## config.mk

```make
export PLATFORM = sky130hd
export DESIGN_NAME = dbl_pwm
export DESIGN_NICKNAME = d
export VERILOG_FILES = /design/src/rtl/dbl_pwm_pkg.sv /design/src/rtl/dbl_pwm_presc.sv /design/src/rtl/dbl_pwm_tbase.sv /design/src/rtl/dbl_pwm_duty.sv /design/src/rtl/dbl_pwm_outstage.sv /design/src/rtl/dbl_pwm.sv
export SDC_FILE = /design/constraint.sdc
export NUM_CORES = 1
export LEC_CHECK = 0
export BUFFER_PORTS_ARGS = -buffer_cell sky130_fd_sc_hd__buf_2
export CAP_MARGIN = 20
export CORE_ASPECT_RATIO = 0.6
export CORE_MARGIN = 2
export CORE_UTILIZATION = 59
export CTS_BUF_LIST = sky130_fd_sc_hd__clkbuf_8
export CTS_CLUSTER_DIAMETER = 40
export CTS_CLUSTER_SIZE = 40
export DETAILED_ROUTE_END_ITERATION = 7
export PLACE_DENSITY = 0.89
export SYNTH_ARGS = -nofsm -noshare
export SYNTH_HDL_FRONTEND = slang
export SYNTH_SLANG_ARGS = --single-unit
```

## constraint.sdc

```tcl
create_clock -name clk -period 2.7 [get_ports clk]
set_input_delay 0.54 -clock clk [delete_from_list [all_inputs] [get_ports clk]]
set_output_delay 0.54 -clock clk [all_outputs]
set_load 0.1 [all_outputs]
```

## src/rtl/dbl_pwm_pkg.sv

```systemverilog
package dbl_pwm_pkg;

   typedef enum logic [1:0] {
      PS_DIV1   = 2'd0,
      PS_DIV4   = 2'd1,
      PS_DIV16  = 2'd2,
      PS_DIV16B = 2'd3
   } ps_sel_e;

endpackage

```

## src/rtl/dbl_pwm_presc.sv

```systemverilog
module dbl_pwm_presc #(
   parameter int unsigned MID_LOG2 = 2,
   parameter int unsigned HI_LOG2  = 4
) (
   input  logic       clk,
   input  logic       rst_n,
   input  logic       en,
   input  logic [1:0] sel,
   output logic       step
);
   import dbl_pwm_pkg::*;

   localparam int unsigned PC_W = (HI_LOG2 > 0) ? HI_LOG2 : 1;

   if (MID_LOG2 > HI_LOG2) begin : g_bad_ratio
      $error("dbl_pwm_presc: MID_LOG2 must not exceed HI_LOG2");
   end

   if (HI_LOG2 == 0) begin : g_direct
      // every clock is a time-base tick
      assign step = en;
   end else begin : g_count
      logic [PC_W-1:0] pc_q;
      logic [PC_W-1:0] last;

      always_comb begin
         case (ps_sel_e'(sel))
            PS_DIV1: last = '0;
            PS_DIV4: last = PC_W'((1 << MID_LOG2) - 1);
            default: last = '1;
         endcase
      end

      // ">=" keeps a ratio change mid-count from stalling the counter
      assign step = en && (pc_q >= last);

      always_ff @(posedge clk) begin
         if (!rst_n)
            pc_q <= '0;
         else if (!en || step)
            pc_q <= '0;
         else
            pc_q <= pc_q + 1'b1;
      end
   end

endmodule

```

## src/rtl/dbl_pwm_tbase.sv

```systemverilog
module dbl_pwm_tbase #(
   parameter int unsigned CNT_W = 8,
   parameter int unsigned SUB_W = 2,
   localparam int unsigned TB_W = CNT_W + SUB_W
) (
   input  logic             clk,
   input  logic             rst_n,
   input  logic             en,
   input  logic             step,
   input  logic [CNT_W-1:0] period,
   output logic [TB_W-1:0]  tb_nxt,
   output logic             roll,
   output logic             match_stb
);
   logic [CNT_W-1:0] cnt_q;
   logic [SUB_W-1:0] sub_q;
   logic [TB_W-1:0]  tb;

   assign tb     = {cnt_q, sub_q};
   assign tb_nxt = tb + 1'b1;
   assign roll   = step && (&sub_q) && (cnt_q == period);

   always_ff @(posedge clk) begin
      if (!rst_n) begin
         cnt_q     <= '0;
         sub_q     <= '0;
         match_stb <= 1'b0;
      end else if (!en) begin
         cnt_q     <= '0;
         sub_q     <= '0;
         match_stb <= 1'b0;
      end else begin
         match_stb <= roll;
         if (roll) begin
            cnt_q <= '0;
            sub_q <= '0;
         end else if (step) begin
            {cnt_q, sub_q} <= tb_nxt;
         end
      end
   end

endmodule

```

## src/rtl/dbl_pwm_duty.sv

```systemverilog
module dbl_pwm_duty #(
   parameter int unsigned HI_W = 8,
   parameter int unsigned LO_W = 2,
   localparam int unsigned D_W = HI_W + LO_W
) (
   input  logic            clk,
   input  logic            rst_n,
   input  logic            hi_we,
   input  logic [HI_W-1:0] hi_d,
   input  logic            lo_we,
   input  logic [LO_W-1:0] lo_d,
   input  logic            roll,
   output logic [D_W-1:0]  shadow,
   output logic            load_nz
);
   logic [HI_W-1:0] hi_q;
   logic [LO_W-1:0] lo_q;

   // buffer accepts writes at any time
   always_ff @(posedge clk) begin
      if (!rst_n) begin
         hi_q <= '0;
         lo_q <= '0;
      end else begin
         if (hi_we) hi_q <= hi_d;
         if (lo_we) lo_q <= lo_d;
      end
   end

   // shadow takes the registered buffer, so a same-edge write waits a period
   always_ff @(posedge clk) begin
      if (!rst_n)
         shadow <= '0;
      else if (roll)
         shadow <= {hi_q, lo_q};
   end

   assign load_nz = |{hi_q, lo_q};

endmodule

```

## src/rtl/dbl_pwm_outstage.sv

```systemverilog
module dbl_pwm_outstage #(
   parameter int unsigned TB_W = 10
) (
   input  logic            clk,
   input  logic            rst_n,
   input  logic            en,
   input  logic            step,
   input  logic            roll,
   input  logic            load_nz,
   input  logic [TB_W-1:0] tb_nxt,
   input  logic [TB_W-1:0] shadow,
   output logic            pwm_out
);
   always_ff @(posedge clk) begin
      if (!rst_n)
         pwm_out <= 1'b0;
      else if (!en)
         pwm_out <= 1'b0;
      else if (roll)
         pwm_out <= load_nz;
      else if (step && (tb_nxt == shadow))
         pwm_out <= 1'b0;
   end

endmodule

```

## src/rtl/dbl_pwm.sv

```systemverilog
module dbl_pwm #(
   parameter int unsigned CNT_W        = 8,
   parameter int unsigned SUB_W        = 2,
   parameter int unsigned PRE_MID_LOG2 = 2,
   parameter int unsigned PRE_HI_LOG2  = 4
) (
   input  logic             clk,
   input  logic             rst_n,
   input  logic             en,
   input  logic [1:0]       pre_sel,
   input  logic [CNT_W-1:0] period,
   input  logic             duty_hi_we,
   input  logic [CNT_W-1:0] duty_hi,
   input  logic             duty_lo_we,
   input  logic [SUB_W-1:0] duty_lo,
   output logic             pwm_out,
   output logic             match_stb
);
   localparam int unsigned TB_W = CNT_W + SUB_W;

   if (CNT_W < 2) begin : g_bad_cnt
      $error("dbl_pwm: CNT_W must be at least 2");
   end
   if (SUB_W < 1) begin : g_bad_sub
      $error("dbl_pwm: SUB_W must be at least 1");
   end

   logic            step;
   logic            roll;
   logic [TB_W-1:0] tb_nxt;
   logic [TB_W-1:0] shadow_q;
   logic            load_nz;

   dbl_pwm_presc #(
      .MID_LOG2 (PRE_MID_LOG2),
      .HI_LOG2  (PRE_HI_LOG2)
   ) u_presc (
      .clk   (clk),
      .rst_n (rst_n),
      .en    (en),
      .sel   (pre_sel),
      .step  (step)
   );

   dbl_pwm_tbase #(
      .CNT_W (CNT_W),
      .SUB_W (SUB_W)
   ) u_tbase (
      .clk       (clk),
      .rst_n     (rst_n),
      .en        (en),
      .step      (step),
      .period    (period),
      .tb_nxt    (tb_nxt),
      .roll      (roll),
      .match_stb (match_stb)
   );

   dbl_pwm_duty #(
      .HI_W (CNT_W),
      .LO_W (SUB_W)
   ) u_duty (
      .clk     (clk),
      .rst_n   (rst_n),
      .hi_we   (duty_hi_we),
      .hi_d    (duty_hi),
      .lo_we   (duty_lo_we),
      .lo_d    (duty_lo),
      .roll    (roll),
      .shadow  (shadow_q),
      .load_nz (load_nz)
   );

   dbl_pwm_outstage #(
      .TB_W (TB_W)
   ) u_out (
      .clk     (clk),
      .rst_n   (rst_n),
      .en      (en),
      .step    (step),
      .roll    (roll),
      .load_nz (load_nz),
      .tb_nxt  (tb_nxt),
      .shadow  (shadow_q),
      .pwm_out (pwm_out)
   );

endmodule

```

* Word level (Yosys, flattened, before mapping)
Cells that the tools add are included.
** Storage, ports and cells
- Bits in registers :: 36
** Cells by class
- Bitwise logic cells :: 2
- Eq/ne operators :: 3
- Reduce and logical (&&, ||, !) cells :: 13
- Muxes and demuxes :: 3
- $add $sub $neg :: 2
- Order comparisons :: 1
** Operators by type and width (count)
- adder 10 x 1 -> 10 bit, second input constant :: 1
- equality test 10 bit :: 1
- OR reduction 10 bit :: 1
- equality test 8 bit :: 1
- one-hot mux 4 bit (2 select lines) :: 1
- adder 4 x 1 -> 4 bit, second input constant :: 1
- greater-or-equal comparator 4 bit :: 1
- logical AND 1 bit :: 4
- AND reduction 2 bit :: 2
- OR reduction 3 bit :: 1
- equality test 2 x 1 -> 1 bit, second input constant :: 1
- zero test 2 bit :: 1
- two-way mux 1 bit :: 2
- NOT 1 bit :: 2
- nonzero test 2 bit :: 1
- OR reduction 2 bit :: 1
- zero test 1 bit :: 1
- logical OR 1 bit :: 1

* Longest topological paths before layout
- Depth in word-level cells :: 7
- Depth in mapped cells :: 9
- Depth with buffers taken out :: 8

* Cells and area by module
Synthesis repeated with hierarchy kept, for this count alone.
** Second synthesis, totals
- Cell total of the unflattened synthesis :: 203
- Area, all modules :: 1903.1 um^2
** By module, submodules not included
- dbl_pwm_duty :: sequential area each 400.4 um^2, area an instance 777.0 um^2, cells each 68, instances 1
- dbl_pwm_tbase :: sequential area each 220.2 um^2, area an instance 724.4 um^2, cells each 89, instances 1
- dbl_pwm_presc :: sequential area each 80.1 um^2, area an instance 251.5 um^2, cells each 27, instances 1
- dbl_pwm_outstage :: sequential area each 20.0 um^2, area an instance 150.1 um^2, cells each 19, instances 1

* Worst setup path before layout
No wires, ideal clock.
- Kind :: input-to-reg
- From :: in pre_sel[1]
- To :: reg u_duty.shadow[0]
- Path slack :: 197 ps
- Path buffers :: 1
- Data required time :: 2584 ps
- Setup time :: 116 ps
- Data arrival time :: 2387 ps
- Stages :: 9
- Cell sequence :: or2_2 > ha_1 > nand2b_1 > a2111o_1 > and2_1 > nand4_1 > buf_2 > mux2i_1 > nor2b_1
** Between the ends
- Cells in the longest elaborated chain, start to end :: 6
- Elaborated cells between the ends (all ways) :: 7
- Classes of those cells :: 1 x order compare; 1 x eq/ne; 1 x mux; 4 x reduce/logical
** RTL lines
- start: declaration :: line dbl_pwm.sv:10 : input logic [1:0] pre_sel,
- equality test 2 x 1 -> 1 bit or zero test 2 bit (tied branches) :: line dbl_pwm_presc.sv:27 : case (ps_sel_e'(sel))
- one-hot mux 4 bit (2 select lines) (*) :: line dbl_pwm_presc.sv:27
- greater-or-equal comparator 4 bit (*) :: line dbl_pwm_presc.sv:35 : assign step = en && (pc_q >= last);
- logical AND 1 bit (*) :: line dbl_pwm_presc.sv:35
- logical AND 1 bit (*) (2 in series) :: line dbl_pwm_tbase.sv:21 : assign roll = step && (&sub_q) && (cnt_q == period);
- end signal: assignment :: line dbl_pwm_duty.sv:35 : shadow <= {hi_q, lo_q};
- end: declaration :: line dbl_pwm_duty.sv:13 : output logic [D_W-1:0] shadow,
Every way passes the cells marked *; elsewhere a longest branch is shown, timed or not.
A chain may end at the register's enable or synchronous reset.

* Worst setup path after layout
- From :: in pre_sel[1]
- To :: reg u_duty.shadow[3]
The elaborated chain is that of the path after synthesis.

==> flow_summary.toml <==
[cells_and_area]
finalNetCount = 269
area_delta_synth_final_pct = 15.08
antenna_cells = 0
finalNonFillerCells = 284
drive_gt1_share_pct = 17.57
final_core_util_pct = 69.77

[timing]
fin_crit_ns = 2.438
drv_slew = 0
hold_viol = 0
finalSetupTns_ns = 0
fmax_mhz = 410.1
relSlewSlack_pct = 60.19
tightest_slew_ns = 0.5897
skew_ns = 0.005274
setup_violations = 0
fin_crit_sh_pct = 90.30
fin_hold_ws_ns = 0.4644
rsz0062_at_grt = "false"

[worst_setup_path]
crit_type = "input pin to flop"
path_delay_family = "simple AND/OR/NAND/NOR gates"
endpoint_kind = "flop"
crit_required_ns = 2.88
startpoint_type = "input pin"
cp_slowest_cell = "a2111o_1"
slowest_delay_ns = 0.45
path_buf_inv = 2
crit_path_cell_trace = "buf_2, or2_2, ha_1, nand2b_1, a2111o_1, and2_1, nand4_1, buf_12, mux2i_1, nor2b_1"
arrival_ns = 2.62
crit_fanout = 10

[floorplan]
ios = 27
die_x_um = 78.07
initial_core_util_pct = 60.62
dieArea_mm2 = 0.003781
core_area_mm2 = 0.003203
die_height_um = 48.44
fp-row-count = 16

[power_and_ir_drop]
power.leakage_nw = 0.9245
powerDensity_mw_per_mm2 = 485.5
irDropWorstVdd_v = 0.0002758

[detailed_routing]
viasPerCell = 5.532
ant_nets = 0
drt_iter0_markers = 98
avgRoutedWirePerCell_um = 14.24
drc = 0
vias = 1571
finalWirelength_um = 4043
firstDrtPassIters = 4

[yosys]
async_flop_share_pct = 0
yosysSeqAreaShare_pct = 37.11
yosys_warnings = 0
synth_edf_count = 0
syn_avg_cell_area_um2 = 9.247
syn-cell-area_mm2 = 0.001942
synth.area.top_cells = "dfxtp_1 37%, mux2i_1 10%, xnor2_1 9.9%"
ys_ff_latch = 36
ys.flop_type = "dfxtp_1"
syn-num-nets = 241
synthDominantCellAreaShare_pct = 37.11
yosys.area.top_type = "dfxtp_1"
synth_cells = 210
ys_types = 39

[place]
dpl.hpwl_um = 2974
port_buffers = 26
dp.cells = 276
place.gp.congestion = 0.9448

[min_path]
min_path_type = "flop to flop"

[grt]
track_usage_pct = 23.04
grt_max_degree = 23
antenna_found_initial = 0
grt_pass1_wl_um = 6755
overflow = 0
grt_pass1_vias = 1456

[job]
maxCapViolCount = 0

[cts]
cts_setup_buffers = 0
clockRootBuffer = "clkbuf_8"
cts-resized-gates = 0
clock_latency_ns = 0.28
cts_tree = "built"
cts_buffers = 5
htree_num_levels = 2
cts_buffer_depth = 2
hold_buffers = 0
clkSinkCount = 36
clk_pin_slew_ns = 0.07

[outcome]
status = "complete, no violations"
placed cells by master (no fill, tap or decap), types with 2 or more instances in the layout:
cell,n
nor2_1,20
nand4_1,2
nor4_1,5
o31ai_1,3
xor2_1,8
nand3_1,12
inv_1,6
buf_4,4
o41ai_1,2
nand2b_1,2
a21oi_1,3
nor2b_1,21
clkbuf_8,5
nor3_1,2
ha_1,6
o21ai_0,2
dfxtp_1,36
xnor2_1,22
buf_2,26
and2_1,3
nand2_1,9
or2_2,2
mux2i_1,20
cell families after synthesis:
logic type | Yosys count | share of synthesized area, %
AOI/OAI and AO/OA | 19 | 8.506
xor gates and xnor gates | 30 | 13.53
adders and majority gates | 6 | 3.866
buffers and inverters | 15 | 3.608
DFF | 36 | 37.11
muxes | 20 | 10.31
and+or+nand+nor | 84 | 23.07
sequential cells by signal, indices dropped and copies added, names as in the netlist:
name                  count
u_presc.g_count.pc_q      4
u_tbase.match_stb         1
u_duty.hi_q               8
u_tbase.cnt_q             8
u_out.pwm_out             1
u_tbase.sub_q             2
u_duty.lo_q               2
u_duty.shadow            10
per-stage QoR:
stage / setup WS, ns / instance area [um^2] / total power, W
global placement: 0.1074 / 2127 / 0.0006369
finish: 0.2618 / 2235 / 0.001085
CTS: 0.2699 / 2235 / 0.001096
detailed placement: 0.03864 / 2127 / 0.0006404
global route: 0.1924 / 2235 / 0.001131
floorplan: 0.1970 / 1942 / 0.0006070
synth_stat cells (all sizes together), types with 2 or more instances:
cell    number
nor2b       21
inv          5
clkbuf       5
and2         3
nand3       12
o41ai        2
nand2b       2
nor4         5
o311ai       2
or2          2
a21oi        3
nand2        9
ha           6
buf          5
o31ai        3
o21ai        2
nor3         2
dfxtp       36
xor2         8
mux2i       20
nand4        2
xnor2       22
nor2        20
worst reg2reg max path, delay by kind of cell (launching register included):
family,cells,cell delay (ns)
compound gates,5,1.13
simple gates,1,0.20
buf+inv,1,0.17
fa+ha+maj,1,0.24
flops,1,0.38
area by class of cell:
type                    instances  area, um^2
clock buffers                   5       68.82
well taps                      45       56.30
inverters                       5       18.77
repair buffers                 31       180.2
multi-input cells             159        1151
flip-flops and latches         36       720.7
clock inverters                 3       38.79
fillers                       261       968.4
report_power, final:
group          switching (W)  internal [W]  leakage, nW   total, W
clock               0.000186      0.000270       0.0593   0.000456
sequential         0.0000105      0.000541        0.292   0.000552
combinational      0.0000361     0.0000411        0.573  0.0000772
metal layers:
metal / up-vias / track usage [%] / part of all wire (%)
li1: 786 / - / -
met1: 726 / 32.27 / 48
met2: 52 / 34.77 / 43
met3: 7 / 5.784 / 7.4
met4: 0 / 8.187 / 1.3
met5: - / 0 / 0
worst paths after layout:
kind	startpoint	to	slack [ns]	depth (start not counted)
setup / recovery	pre_sel[1]	u_duty.shadow[3]	0.26	10
hold / removal	u_presc.g_count.pc_q[0]	u_presc.g_count.pc_q[0]	0.46	1
setup reg to reg	u_tbase.sub_q[0]	u_out.pwm_out	0.47	8
hold reg to reg	u_presc.g_count.pc_q[0]	u_presc.g_count.pc_q[0]	0.46	1
Power figures use the tool's default switching activity.
